==> config.mk <==
export PLATFORM = sky130hd
export DESIGN_NAME = stall_classifier
export DESIGN_NICKNAME = d
export VERILOG_FILES = /design/src/rtl/stall_cls_pkg.sv /design/src/rtl/stall_cls_decode.sv /design/src/rtl/stall_cls_counter.sv /design/src/rtl/stall_cls_rdport.sv /design/src/rtl/stall_classifier.sv
export SDC_FILE = /design/constraint.sdc
export NUM_CORES = 1
export LEC_CHECK = 0
export CORE_ASPECT_RATIO = 1.5
export CORE_MARGIN = 2
export CORE_UTILIZATION = 50
export CTS_CLUSTER_SIZE = 16
export DETAILED_ROUTE_END_ITERATION = 10
export PLACE_DENSITY = 0.66
export SYNTH_ARGS = -nofsm -noshare
export SYNTH_HDL_FRONTEND = slang
export SYNTH_HIERARCHICAL = 1
export SYNTH_SLANG_ARGS = --single-unit
==> constraint.sdc <==
create_clock -name clk -period 8.1 [get_ports clk]
set_input_delay 2.43 -clock clk [delete_from_list [all_inputs] [get_ports clk]]
set_output_delay 2.43 -clock clk [all_outputs]
set_load 0.02 [all_outputs]
==> src/rtl/stall_cls_pkg.sv <==
package stall_cls_pkg;
  localparam int OP_W   = 3;
  localparam int NCNT   = 14;
  localparam int IDX_W  = 4;

  // opcode encoding
  localparam logic [OP_W-1:0] OP_MM      = 3'd0;
  localparam logic [OP_W-1:0] OP_MM_PRE  = 3'd1;
  localparam logic [OP_W-1:0] OP_LNORM   = 3'd2;
  localparam logic [OP_W-1:0] OP_SMAX    = 3'd3;
  localparam logic [OP_W-1:0] OP_ADD     = 3'd4;
  localparam logic [OP_W-1:0] OP_GELU    = 3'd5;

  // counter slots
  localparam int IX_MEM      = 0;
  localparam int IX_STORE    = 1;
  localparam int IX_LOAD     = 2;
  localparam int IX_STL_MM   = 3;
  localparam int IX_STL_LN   = 4;
  localparam int IX_STL_SM   = 5;
  localparam int IX_STL_ADD  = 6;
  localparam int IX_STL_GELU = 7;
  localparam int IX_MATMUL   = 8;
  localparam int IX_VB_LN    = 9;
  localparam int IX_VB_SM    = 10;
  localparam int IX_VB_ADD   = 11;
  localparam int IX_VB_GELU  = 12;
  localparam int IX_NOTRUN   = 13;
endpackage

==> src/rtl/stall_cls_decode.sv <==
module stall_cls_decode
  import stall_cls_pkg::*;
#(
  parameter int NVP   = 4,
  parameter int INC_W = $clog2(NVP + 1)
) (
  input  logic                          mx_empty,
  input  logic [NVP-1:0]                vp_empty,
  input  logic [NVP*OP_W-1:0]           vp_op,
  input  logic                          eq_empty,
  input  logic [OP_W-1:0]               eq_op,
  input  logic                          core_run,
  output logic [NCNT-1:0][INC_W-1:0]    inc
);
  logic idle;
  assign idle = mx_empty & (&vp_empty);

  always_comb begin
    inc = '0;
    if (idle) begin
      inc[IX_MEM] = INC_W'(1);
      if (eq_empty) begin
        inc[IX_STORE] = INC_W'(1);
      end else begin
        inc[IX_LOAD] = INC_W'(1);
        case (eq_op)
          OP_MM, OP_MM_PRE: inc[IX_STL_MM]   = INC_W'(1);
          OP_LNORM:         inc[IX_STL_LN]   = INC_W'(1);
          OP_SMAX:          inc[IX_STL_SM]   = INC_W'(1);
          OP_ADD:           inc[IX_STL_ADD]  = INC_W'(1);
          OP_GELU:          inc[IX_STL_GELU] = INC_W'(1);
          default: ;
        endcase
      end
    end else if (!mx_empty) begin
      inc[IX_MATMUL] = INC_W'(1);
    end else begin
      for (int p = 0; p < NVP; p++) begin
        if (!vp_empty[p]) begin
          case (vp_op[p*OP_W +: OP_W])
            OP_LNORM: inc[IX_VB_LN]   = inc[IX_VB_LN]   + INC_W'(1);
            OP_SMAX:  inc[IX_VB_SM]   = inc[IX_VB_SM]   + INC_W'(1);
            OP_ADD:   inc[IX_VB_ADD]  = inc[IX_VB_ADD]  + INC_W'(1);
            OP_GELU:  inc[IX_VB_GELU] = inc[IX_VB_GELU] + INC_W'(1);
            default: ;
          endcase
        end
      end
    end
    if (!core_run) inc[IX_NOTRUN] = INC_W'(1);
  end
endmodule

==> src/rtl/stall_cls_counter.sv <==
module stall_cls_counter #(
  parameter int CNT_W = 32,
  parameter int INC_W = 3
) (
  input  logic             clk,
  input  logic             rst,
  input  logic [INC_W-1:0] inc,
  output logic [CNT_W-1:0] q
);
  logic [CNT_W:0] sum;
  assign sum = {1'b0, q} + (CNT_W + 1)'(inc);

  always_ff @(posedge clk) begin
    if (rst)            q <= '0;
    else if (sum[CNT_W]) q <= '1;
    else                q <= sum[CNT_W-1:0];
  end
endmodule

==> src/rtl/stall_cls_rdport.sv <==
module stall_cls_rdport
  import stall_cls_pkg::*;
#(
  parameter int CNT_W = 32
) (
  input  logic                          clk,
  input  logic                          rst,
  input  logic [IDX_W-1:0]              rd_idx,
  input  logic [NCNT-1:0][CNT_W-1:0]    cnt,
  output logic [CNT_W-1:0]              rd_data
);
  localparam int NSLOT = 1 << IDX_W;
  logic [NSLOT-1:0][CNT_W-1:0] slot;

  for (genvar s = 0; s < NSLOT; s++) begin : g_slot
    if (s < NCNT) begin : g_used
      assign slot[s] = cnt[s];
    end else begin : g_pad
      assign slot[s] = '0;
    end
  end

  always_ff @(posedge clk) begin
    if (rst) rd_data <= '0;
    else     rd_data <= slot[rd_idx];
  end
endmodule

==> src/rtl/stall_classifier.sv <==
module stall_classifier
  import stall_cls_pkg::*;
#(
  parameter int NVP   = 4,
  parameter int CNT_W = 32
) (
  input  logic                    clk,
  input  logic                    rst,
  input  logic                    mx_empty,
  input  logic [NVP-1:0]          vp_empty,
  input  logic [NVP*OP_W-1:0]     vp_op,
  input  logic                    eq_empty,
  input  logic [OP_W-1:0]         eq_op,
  input  logic                    core_run,
  input  logic [IDX_W-1:0]        rd_idx,
  output logic [CNT_W-1:0]        rd_data
);
  localparam int INC_W = $clog2(NVP + 1);

  logic [NCNT-1:0][INC_W-1:0] inc;
  logic [NCNT-1:0][CNT_W-1:0] cnt_q;

  stall_cls_decode #(.NVP(NVP), .INC_W(INC_W)) u_decode (
    .mx_empty (mx_empty),
    .vp_empty (vp_empty),
    .vp_op    (vp_op),
    .eq_empty (eq_empty),
    .eq_op    (eq_op),
    .core_run (core_run),
    .inc      (inc)
  );

  for (genvar c = 0; c < NCNT; c++) begin : g_cnt
    stall_cls_counter #(.CNT_W(CNT_W), .INC_W(INC_W)) u_cnt (
      .clk (clk),
      .rst (rst),
      .inc (inc[c]),
      .q   (cnt_q[c])
    );
  end

  stall_cls_rdport #(.CNT_W(CNT_W)) u_rd (
    .clk     (clk),
    .rst     (rst),
    .rd_idx  (rd_idx),
    .cnt     (cnt_q),
    .rd_data (rd_data)
  );
endmodule

# Yosys cells after proc, flatten, opt, wreduce, memory -nomap -nowiden
# Index checks and enable logic that the tools add are counted.
dict set report totals {
  ff_bits 480
}
dict set report op_classes {
  add_sub_neg 26
  magnitude_cmp 1
  n_eq_ne 21
  n_mux 54
  bitwise 1
  reduce_logical 3
}
# cell count
set op_table {}
lappend op_table {{32-bit two-way mux} 15}
lappend op_table {{32-bit by 3-bit adder with 33-bit output} 12}
lappend op_table {{12-bit two-way mux} 11}
lappend op_table {{32-bit binary-select mux with 4-bit select} 1}
lappend op_table {{32-bit by 1-bit adder with 33-bit output} 2}
lappend op_table {{3-bit by 1-bit adder with 3-bit output (second input constant)} 12}
lappend op_table {{3-bit two-way mux} 12}
lappend op_table {{3-bit by 2-bit equality test with 1-bit output (second input constant)} 10}
lappend op_table {{3-bit equality test (second input constant)} 10}
lappend op_table {{22-bit two-way mux} 1}
lappend op_table {{16-bit two-way mux} 1}
lappend op_table {{15-bit two-way mux} 1}
lappend op_table {{1-bit two-way mux} 12}
lappend op_table {{4-bit by 5-bit < comparator with 1-bit output (second input constant)} 1}
lappend op_table {{4-bit AND reduction} 1}
lappend op_table {{3-bit by 1-bit equality test with 1-bit output (second input constant)} 1}
lappend op_table {{3-bit zero test} 1}
lappend op_table {{2-bit OR reduction} 1}
lappend op_table {{1-bit bitwise AND} 1}

# Logic depth before layout (Yosys ltp)
dict set report logic_depth {
  word_depth 22
  mapped_depth 18
  mapped_depth_nobuf 15
}

# By module
# The synthesis kept the hierarchy.
# mod instances cells_per_inst area_per_inst_um2 seq_area_each_um2
set by_module_without_submodules {}
lappend by_module_without_submodules {{stall_cls_counter at g_cnt[0].u_cnt ...} 13 204 1794.2 640.6}
lappend by_module_without_submodules {stall_cls_rdport 1 413 4360.4 640.6}
lappend by_module_without_submodules {{stall_cls_counter at g_cnt[4].u_cnt} 1 196 1711.6 640.6}
lappend by_module_without_submodules {stall_cls_decode 1 121 1006.0 0.0}

# Worst setup path before layout
# No wires, ideal clock.
dict set report synth_path {
  path_kind {input -> register}
  startpoint {input port vp_op[1]}
  endpoint {register g_cnt[11].u_cnt.q[31]}
  setup_time_ns 0.123
  arrival_ns 5.909
  slack_ns 2.068
  stages 16
  path_buffers 1
  cell_sequence {nor4b_1 > ha_1 > mux2i_1 > inv_1 > ha_1 > mux2_4 > ha_1 > nand2_1 > xnor2_1 > nor2_1 > ha_1 > buf_2 > nand3_1 > a211oi_1 > nand4_1 > mux2_1}
}
# element line
set synth_lines {}
lappend synth_lines {{from (decl)} stall_classifier.sv:11} ;# input logic [NVP*OP_W-1:0] vp_op,
lappend synth_lines {{to (signal assigned)} stall_cls_counter.sv:16} ;# else q <= sum[CNT_W-1:0];
lappend synth_lines {{to (decl)} stall_cls_counter.sv:8} ;# output logic [CNT_W-1:0] q

==> impl_metrics.csv <==
group,metric,value,unit
outcome,status,"complete, no violations",
global_routing,grt_usage,0.331,
final_layout,diodes,0,
flow_run,drv_cap,0,
global_routing,antenna_found_initial,0,
power,vdd_drop_max,0.157,mV
timing,slew_violations,0,
clocking,cts_sinks,480,
timing,tightest_slew,1.15,ns
clocking,numCtsBuffers,50,
routing,routed_via_density,6.85,
routing,dr.pass1.iters,6,
placed_design,post-dp-hpwl,78500,um
floorplan,start_util,0.505,
routing,drc,0,
final_layout,final_nets,3428,
critical_path,r2r_setup_slack,5.29,ns
final_layout,regArea,9610,um2
critical_path,path_class,"in2reg",
timing,setup_viol,0,
global_routing,grt_remaining_overflow,0,
final_layout,drive_gt1_frac,0.125,
clocking,htree_levels,2,
timing,period_minus_slack,6.75,ns
synthesis,synth_most_common_cell,"dfxtp_1",
timing,finalSetupTns,0,ns
clocking,cts_setup_buffers,0,
clocking,hold_buffers,0,
floorplan,fp.dieH,306,um
timing,slew_headroom,0.230,
critical_path,worstSetupStartpointType,"input port",
power,combPwrFrac,0.092,
min_path,hold_depth,2,
placed_design,port_buffers,59,
power,pwr-share-seq,0.462,
timing,max_freq,148,MHz
clocking,root_buffer,"clkbuf_16",
synthesis,synth.top_cells.by_area,"dfxtp_1 (32%), mux4_2 (4.8%), a21oi_2 (4.1%), a31oi_1 (3.7%), xnor2_1 (3.6%)",
synthesis,netlist.top_cell.by_area,"dfxtp_1",
critical_path,worstPathRequired,8.55,ns
routing,avgRoutedWirePerCell,25.5,um
power,power_density,163,nW/um2
routing,vias,28400,
clocking,ctsResizeCount,0,
power,intPower,3.94,mW
synthesis,ys_ff_latch,480,
synthesis,synthDistinctLibCells,77,
synthesis,ys_seq_area_frac,0.316,
floorplan,rows,110,
synthesis,avgSynthCellArea,8.99,um2
power,netSwitchingFraction,0.261,
critical_path,worst-path-max-fanout,23,
timing,rsz0062_at_grt,"false",
timing,postLayoutSetupSlackWorst,1.35,ns
power,leakagePower,10.2,nW
timing,fin_skew,0.0209,ns
clocking,cts_tree,"yes",
synthesis,yosysWarnings,6,
routing,ant_nets,0,
final_layout,multi_input_area,19200,um2
placed_design,dp_slack,0.763,ns
critical_path,worstPathArrival,7.20,ns
power,clockPowerShare,0.447,
global_routing,grt_max_degree,177,
floorplan,die-area,62800,um2
synthesis,synth_edf_count,0,
routing,drt-total-wl,106000,um
timing,timing.final.crit_share,0.834,
global_routing,grt_pass1_vias,27600,
final_layout,fill_cells,5483,
timing,hold_violations,0,
routing,first_iter_violations,2977,
synthesis,synth_top_area_frac,0.316,
synthesis,synthCells,3382,
power,power_switching,1.39,mW
final_layout,area_growth,7.40,%
clocking,clk_pin_slew,0.07,ns
placed_design,place.gp.congestion,1.00,
clocking,cts_buffer_depth,3,
floorplan,fp.coreArea,60100,um2
floorplan,die_width,205,um
critical_path,reg2reg_depth,6,
global_routing,grt_pass1_wl,162000,um
critical_path,worstSetupEndpointType,"flip-flop",
synthesis,synth_area,30400,um2
synthesis,yosys_most_used_dff,"dfxtp_1",
min_path,min_path_type,"reg2reg",
floorplan,pin_count,60,
clocking,clock_latency,0.62,ns
synthesis,synthArstFlopShare,0,
synthesis,synth_common_cells,"dfxtp_1 (480), nand2_1 (214), a31oi_1 (182)",
kinds of logic after synthesis:
group / Yosys count / share of synthesized area
simple gates: 1226 / 0.241
compound gates: 980 / 0.233
flops: 480 / 0.316
buf+inv: 318 / 0.0551
xor+xnor: 156 / 0.0449
mux: 153 / 0.0784
fa+ha+maj: 68 / 0.0314
other cells: 1 / 0.000123
cell type report:
class / count / share of cell area
Tap cell: 784 / 0.0300
Sequential cell: 480 / 0.294
Clock inverter: 10 / 0.00330
Timing Repair Buffer: 82 / 0.0244
Multi-Input combinational cell: 2603 / 0.588
Clock buffer: 76 / 0.0469
Inverter: 115 / 0.0132
metrics by stage:
step                area, um2  power (mW)  hold WS, ns  utilization  instances
finish                  32700        5.33        0.535        0.543       4150
global route            32700        5.48        0.546        0.543       4150
CTS                     32700        5.34        0.523        0.543       4150
detailed placement      31000        2.97        0.512        0.516       4064
global placement        31000        2.96        0.500        0.516       4064
floorplan               30500        2.84        0.487            -       3401
flip-flops by register name, summed over array words and instances, names as in the netlist:
register and flops:
g_cnt.u_cnt/q 448, u_rd/rd_data 32
critical path, stage by stage:
cell             delay (ns)
clkdlybuf4s50_1        0.45
nor4b_1                0.44
ha_1                   0.31
mux2i_1                0.32
inv_1                  0.08
ha_1                   0.31
mux2_4                 0.31
ha_1                   0.28
mux2i_1                0.16
nor2_1                 0.11
fa_1                   0.52
a21o_1                 0.26
nand2_1                0.19
or4b_1                 0.87
a31oi_1                0.17
power groups by stage:
stage / logic, mW / registers (mW) / clock network (mW)
finish: 0.488 / 2.46 / 2.38
global route: 0.525 / 2.46 / 2.49
CTS: 0.466 / 2.46 / 2.41
detailed placement: 0.464 / 2.51 / 0
global placement: 0.453 / 2.51 / 0
floorplan: 0.343 / 2.50 / 0
placed cells by master, fill, tap and decap left out, types with 86 or more instances in the layout:
cell / netlist / layout
xnor2_1: 125 / 125
a21oi_2: 143 / 143
dfxtp_1: 480 / 480
inv_1: 115 / 115
o21ai_0: 100 / 100
nor2_1: 124 / 124
nand2_1: 214 / 214
a31oi_1: 182 / 182
a21oi_1: 124 / 124
nor3_1: 86 / 86
nand3_1: 117 / 117
nand4_1: 142 / 142
per-layer routing:
layer  vias to the layer above  track usage  part of all wire
met5                         -            0                 0
met4                         0        0.298              0.11
met3                       431       0.0395             0.056
met2                      1206        0.574              0.48
met1                     13700        0.349              0.35
li1                      13100            -                 -
path summary, 6_finish.rpt:
| check | startpoint | endpoint |
|---|---|---|
| worst max-delay path | vp_op[1] | g_cnt[11].u_cnt/q[20]$_SDFF_PP0_ |
| worst min-delay path | g_cnt[4].u_cnt/q[15]$_SDFF_PP0_ | g_cnt[4].u_cnt/q[15]$_SDFF_PP0_ |
| worst max register to register | g_cnt[0].u_cnt/q[0]$_SDFF_PP0_ | g_cnt[0].u_cnt/q[18]$_SDFF_PP0_ |
| worst min register to register | g_cnt[4].u_cnt/q[15]$_SDFF_PP0_ | g_cnt[4].u_cnt/q[15]$_SDFF_PP0_ |
(Power assumes the default switching activity.)
